==> src/rtl/intr_entry_seq.sv <==
module intr_entry_seq #(
  parameter int          W        = 32,
  parameter logic [31:0] VEC_BASE = 32'h0,
  parameter int          IF_BIT   = 9,
  parameter int          TF_BIT   = 8,
  parameter logic [7:0]  TRAP_VEC = 8'd1,
  parameter logic [7:0]  NMI_VEC  = 8'd2
) (
  input  logic         clk,
  input  logic         rst_n,
  input  logic         irq,
  input  logic [7:0]   irq_vec,
  input  logic         nmi,
  input  logic         trap,
  input  logic         ftch_flt,
  input  logic [7:0]   ftch_vec,
  input  logic         dec_flt,
  input  logic [7:0]   dec_vec,
  input  logic         exe_flt,
  input  logic [7:0]   exe_vec,
  input  logic         err_vld,
  input  logic [W-1:0] err_code,
  input  logic         priv_chg,
  input  logic [W-1:0] eflags_in,
  input  logic [15:0]  cs_in,
  input  logic [W-1:0] eip_in,
  input  logic [15:0]  ss_in,
  input  logic [W-1:0] esp_in,
  input  logic         mem_rdy,
  input  logic [W-1:0] mem_rdata,
  output logic         mem_wr,
  output logic         mem_rd,
  output logic [W-1:0] mem_addr,
  output logic [W-1:0] mem_wdata,
  output logic         busy,
  output logic         done,
  output logic [W-1:0] eflags_out,
  output logic [W-1:0] esp_out,
  output logic [15:0]  cs_out,
  output logic [W-1:0] eip_out,
  output logic [7:0]   vec_out
);
  localparam logic [W-1:0] SLOT  = W'(W / 8);
  localparam logic [W-1:0] VBASE = W'(VEC_BASE);

  typedef enum logic [2:0] {S_IDLE, S_SS, S_ESP, S_FL, S_CS, S_IP, S_ERR, S_VEC} st_t;

  st_t          state, nxt;
  logic         take, is_flt, has_err;
  logic [7:0]   sel_vec;
  logic [15:0]  l_ss, l_cs;
  logic [W-1:0] l_esp, l_fl, l_eip, l_err;

  always_comb begin
    take    = 1'b1;
    is_flt  = 1'b0;
    sel_vec = 8'd0;
    if (trap)                           sel_vec = TRAP_VEC;
    else if (nmi)                       sel_vec = NMI_VEC;
    else if (irq && eflags_in[IF_BIT])  sel_vec = irq_vec;
    else if (ftch_flt) begin            sel_vec = ftch_vec; is_flt = 1'b1; end
    else if (dec_flt) begin             sel_vec = dec_vec;  is_flt = 1'b1; end
    else if (exe_flt) begin             sel_vec = exe_vec;  is_flt = 1'b1; end
    else                                take = 1'b0;
  end

  always_comb begin
    case (state)
      S_SS:    nxt = S_ESP;
      S_ESP:   nxt = S_FL;
      S_FL:    nxt = S_CS;
      S_CS:    nxt = S_IP;
      S_IP:    nxt = has_err ? S_ERR : S_VEC;
      default: nxt = S_VEC;
    endcase
  end

  assign busy     = (state != S_IDLE);
  assign mem_rd   = (state == S_VEC);
  assign mem_wr   = busy && !mem_rd;
  assign mem_addr = mem_rd ? VBASE + W'({vec_out, 2'b00}) : esp_out - SLOT;

  always_comb begin
    case (state)
      S_SS:    mem_wdata = W'(l_ss);
      S_ESP:   mem_wdata = l_esp;
      S_FL:    mem_wdata = l_fl;
      S_CS:    mem_wdata = W'(l_cs);
      S_IP:    mem_wdata = l_eip;
      S_ERR:   mem_wdata = l_err;
      default: mem_wdata = '0;
    endcase
  end

  always_ff @(posedge clk or negedge rst_n) begin
    if (!rst_n) begin
      state      <= S_IDLE;
      done       <= 1'b0;
      has_err    <= 1'b0;
      vec_out    <= '0;
      l_ss       <= '0;
      l_cs       <= '0;
      l_esp      <= '0;
      l_fl       <= '0;
      l_eip      <= '0;
      l_err      <= '0;
      eflags_out <= '0;
      esp_out    <= '0;
      cs_out     <= '0;
      eip_out    <= '0;
    end else begin
      done <= 1'b0;
      if (state == S_IDLE) begin
        if (take) begin
          vec_out    <= sel_vec;
          has_err    <= is_flt && err_vld;
          l_err      <= err_code;
          l_ss       <= ss_in;
          l_cs       <= cs_in;
          l_esp      <= esp_in;
          l_fl       <= eflags_in;
          l_eip      <= eip_in;
          eflags_out <= eflags_in;
          esp_out    <= esp_in;
          state      <= priv_chg ? S_SS : S_FL;
        end
      end else if (mem_rdy) begin
        if (state == S_VEC) begin
          cs_out  <= mem_rdata[W-1 -: 16];
          eip_out <= W'(mem_rdata[15:0]);
          done    <= 1'b1;
          state   <= S_IDLE;
        end else begin
          esp_out <= esp_out - SLOT;
          if (state == S_FL) begin
            eflags_out[IF_BIT] <= 1'b0;
            eflags_out[TF_BIT] <= 1'b0;
          end
          state <= nxt;
        end
      end
    end
  end
endmodule

==> config.mk <==
export PLATFORM = sky130hd
export DESIGN_NAME = intr_entry_seq
export DESIGN_NICKNAME = d
export VERILOG_FILES = /design/src/rtl/intr_entry_seq.sv
export SDC_FILE = /design/constraint.sdc
export NUM_CORES = 1
export LEC_CHECK = 0
export ABC_CLOCK_PERIOD_IN_PS = 5680
export BUFFER_PORTS_ARGS = -buffer_cell sky130_fd_sc_hd__buf_2
export CORE_UTILIZATION = 45
export DETAILED_ROUTE_END_ITERATION = 10
export PLACE_DENSITY = 0.85
export SLEW_MARGIN = 25
export SYNTH_ARGS = -nofsm -noshare
export SYNTH_HDL_FRONTEND = slang
export SYNTH_SLANG_ARGS = --single-unit
==> constraint.sdc <==
create_clock -name clk -period 5.68 [get_ports clk]
set_clock_uncertainty 0.1 [all_clocks]
set_input_delay 1.136 -clock clk [delete_from_list [all_inputs] [get_ports clk]]
set_output_delay 1.136 -clock clk [all_outputs]
set_load 0.01 [all_outputs]
==> qor.yml <==
placementRows: 58
cts_hold_buffers: 0
setup_ws_ns: 1.30
grt_pass1_wl_um: 58500
cts_setup_buffers: 0
dp_cells: 2004
syn_avg_cell_area_um2: 8.62
clkTransAtPathRegs_ns: 0.06
hp-class: "primary input to asynchronous set/reset pin"
r2r_setup_slack_ns: 2.00
power.density_nw_per_um2: 612
drtPass1Iterations: 7
drc: 0
crit_path_max_fanout: 24
clk_latency_ns: 0.54
dieArea_um2: 26800
gr-total-overflow: 0
final_area_um2: 14700
seqCellArea_um2: 5980
netlist_area_um2: 11800
dieWidth_um: 164
grt_pass1_vias: 10500
cts_buffer_depth: 3
clockRootBuffer: "clkbuf_16"
tns_ns: 0
netlist_top_cells_area: "dfrtp_1 51%, nand2_1 18%, a22oi_1 4.5%"
initial_core_util: 0.463
crit_type: "flop to primary output"
fin_cells: 2053
h-tree-depth: 1
crit_end: "mem_wdata[9]"
dp_hpwl_um: 27800
leakage_nw: 7.71
setup_viol: 0
core_um2: 25400
wl_per_cell_um: 18.8
nNetsFinal: 1941
crit_arrival_ns: 3.14
vdd_drop_max_v: 0.000317
cts.repair.resized: 0
vias: 11200
synth_top_area_cell: "dfrtp_1"
fin_crit_sh: 0.771
syn_to_final_growth_pct: 25.2
antenna_found_initial: 2
ys_seq_area_frac: 0.509
preCtsSetupSlack_ns: 1.60
wl_um: 38600
placed_area_um2: 13800
outcome: "completed"
ys_ff_latch: 239
r2r-start: "state[2]$_DFFE_PN0P_"
fmax_ghz: 0.228
drive_above_1_share: 0.299
ys.flop_type: "dfrtp_1"
post-route-util: 0.579
yosysTopAreaCellShare: 0.509
io_pins: 423
power.total_mw: 9.00
ys_async_sr_fraction: 1.00
layout.cells.most_common_list: "555 x nand2_1, 405 x buf_2, 239 x dfrtp_1, 73 x nor2_1, 70 x a22oi_1"
final_common_cell: "nand2_1"
critPathLaunch: "state[2]$_DFFE_PN0P_"
multi_input_area_um2: 5170
synth_edf_count: 0
fin_crit_ns: 4.38
clock_sinks: 239
grt_setup_unrepaired: "no"
die_h_um: 164
place.gp.congestion: 0.916
hold_slack_ns: 0.353
via_per_inst: 5.44
grt_use_total: 0.283
ys_warn_count: 0
critPathLaunchType: "flop"
end_kind: "primary output"
ant_nets: 0
drv_slew: 0
synthDistinctLibCells: 65
cts_tree: "done"
max_cap_viol_count: 0
cts_made_buffers: 27
crit_required_ns: 4.44
drtIter0Drc: 1353
crit-reg2reg-capture: "esp_out[25]$_DFFE_PN0P_"
io_buffers: 406
hold_viol: 0
tightest_slew_ns: 0.948
rr_worst_depth: 7
max_slew_margin: 0.367
grt_max_degree: 125
fillers: 2245
netlist_instances: 1364
cells by family after synthesis:
| kind of cell | share of synthesized area |
|---|---|
| other cells | 0.000319 |
| simple gates | 0.237 |
| flops | 0.509 |
| xor+xnor | 0.0201 |
| buf+inv | 0.0592 |
| fa+ha+maj | 0.00213 |
| mux | 0.0460 |
| compound gates | 0.126 |
layout make-up:
class | count | share of cell area
Sequential cell | 239 | 0.407
Multi-Input combinational cell | 1004 | 0.352
Timing Repair Buffer | 422 | 0.150
Clock buffer | 34 | 0.0484
Tap cell | 330 | 0.0281
Clock inverter | 13 | 0.0125
Inverter | 10 | 0.00255
Antenna cell | 1 | 0.000170
critical path: stages (launching register included):
cell and delay, ns:
dfrtp_1 0.86, inv_1 0.42, nor2_1 0.65, a22oi_1 0.19, o211ai_1 0.29, buf_2 0.19
per-layer routing:
metal / vias to the layer above / routed length [µm] / global-route usage
li1: 5168 / - / -
met1: 5359 / 16400 / 0.397
met2: 573 / 17800 / 0.444
met3: 63 / 3480 / 0.0609
met4: 2 / 905 / 0.0737
met5: - / 13 / 0
power by group:
group / total, mW / switching [mW] / internal, mW
clock network: 1.79 / 0.718 / 1.07
logic: 3.91 / 2.36 / 1.55
registers: 3.31 / 0.761 / 2.54
total: 9.00 / 3.84 / 5.16
flip-flops by register name (all words and copies together) (netlist names), 16 cells and up:
name        count
eflags_out     32
esp_out        32
l_eip          32
l_err          32
l_esp          32
cs_out         16
eip_out        16
l_cs           16
l_ss           16
cell usage after synthesis (2+ instances only):
library cell	n
a221o_1	2
o221ai_1	6
nand2_1	555
a21oi_1	36
a22oi_1	70
nand4_1	2
ha_1	2
or4_4	3
a22o_1	10
o21a_1	3
a221oi_1	2
a2bb2oi_1	3
buf_1	7
xnor2_1	12
or3_1	7
nor4_1	6
xor2_1	15
o2bb2ai_1	7
nor3_1	10
a21o_1	2
mux2_2	32
and2_1	3
buf_4	47
mux2i_1	18
clkbuf_1	70
a311oi_1	2
o211ai_1	8
inv_1	8
o22ai_1	12
nor4_2	2
nand2b_1	2
nor2_1	75
dfrtp_1	239
a31oi_1	5
o21ai_0	41
nand3_1	11
worst min-delay path by stage:
stage | end | slack [ns] | startpoint | cells past startpoint
floorplan | l_cs[11]$_DFFE_PN0P_ | 0.34 | l_cs[11]$_DFFE_PN0P_ | 2
global placement | l_eip[24]$_DFFE_PN0P_ | 0.36 | l_eip[24]$_DFFE_PN0P_ | 2
detailed placement | l_ss[6]$_DFFE_PN0P_ | 0.36 | l_ss[6]$_DFFE_PN0P_ | 2
CTS | l_ss[6]$_DFFE_PN0P_ | 0.38 | l_ss[6]$_DFFE_PN0P_ | 2
global route | l_ss[7]$_DFFE_PN0P_ | 0.36 | rst_n | 1
finish | l_err[7]$_DFFE_PN0P_ | 0.35 | rst_n | 1
Note: power is estimated with default switching activity, not from simulation.
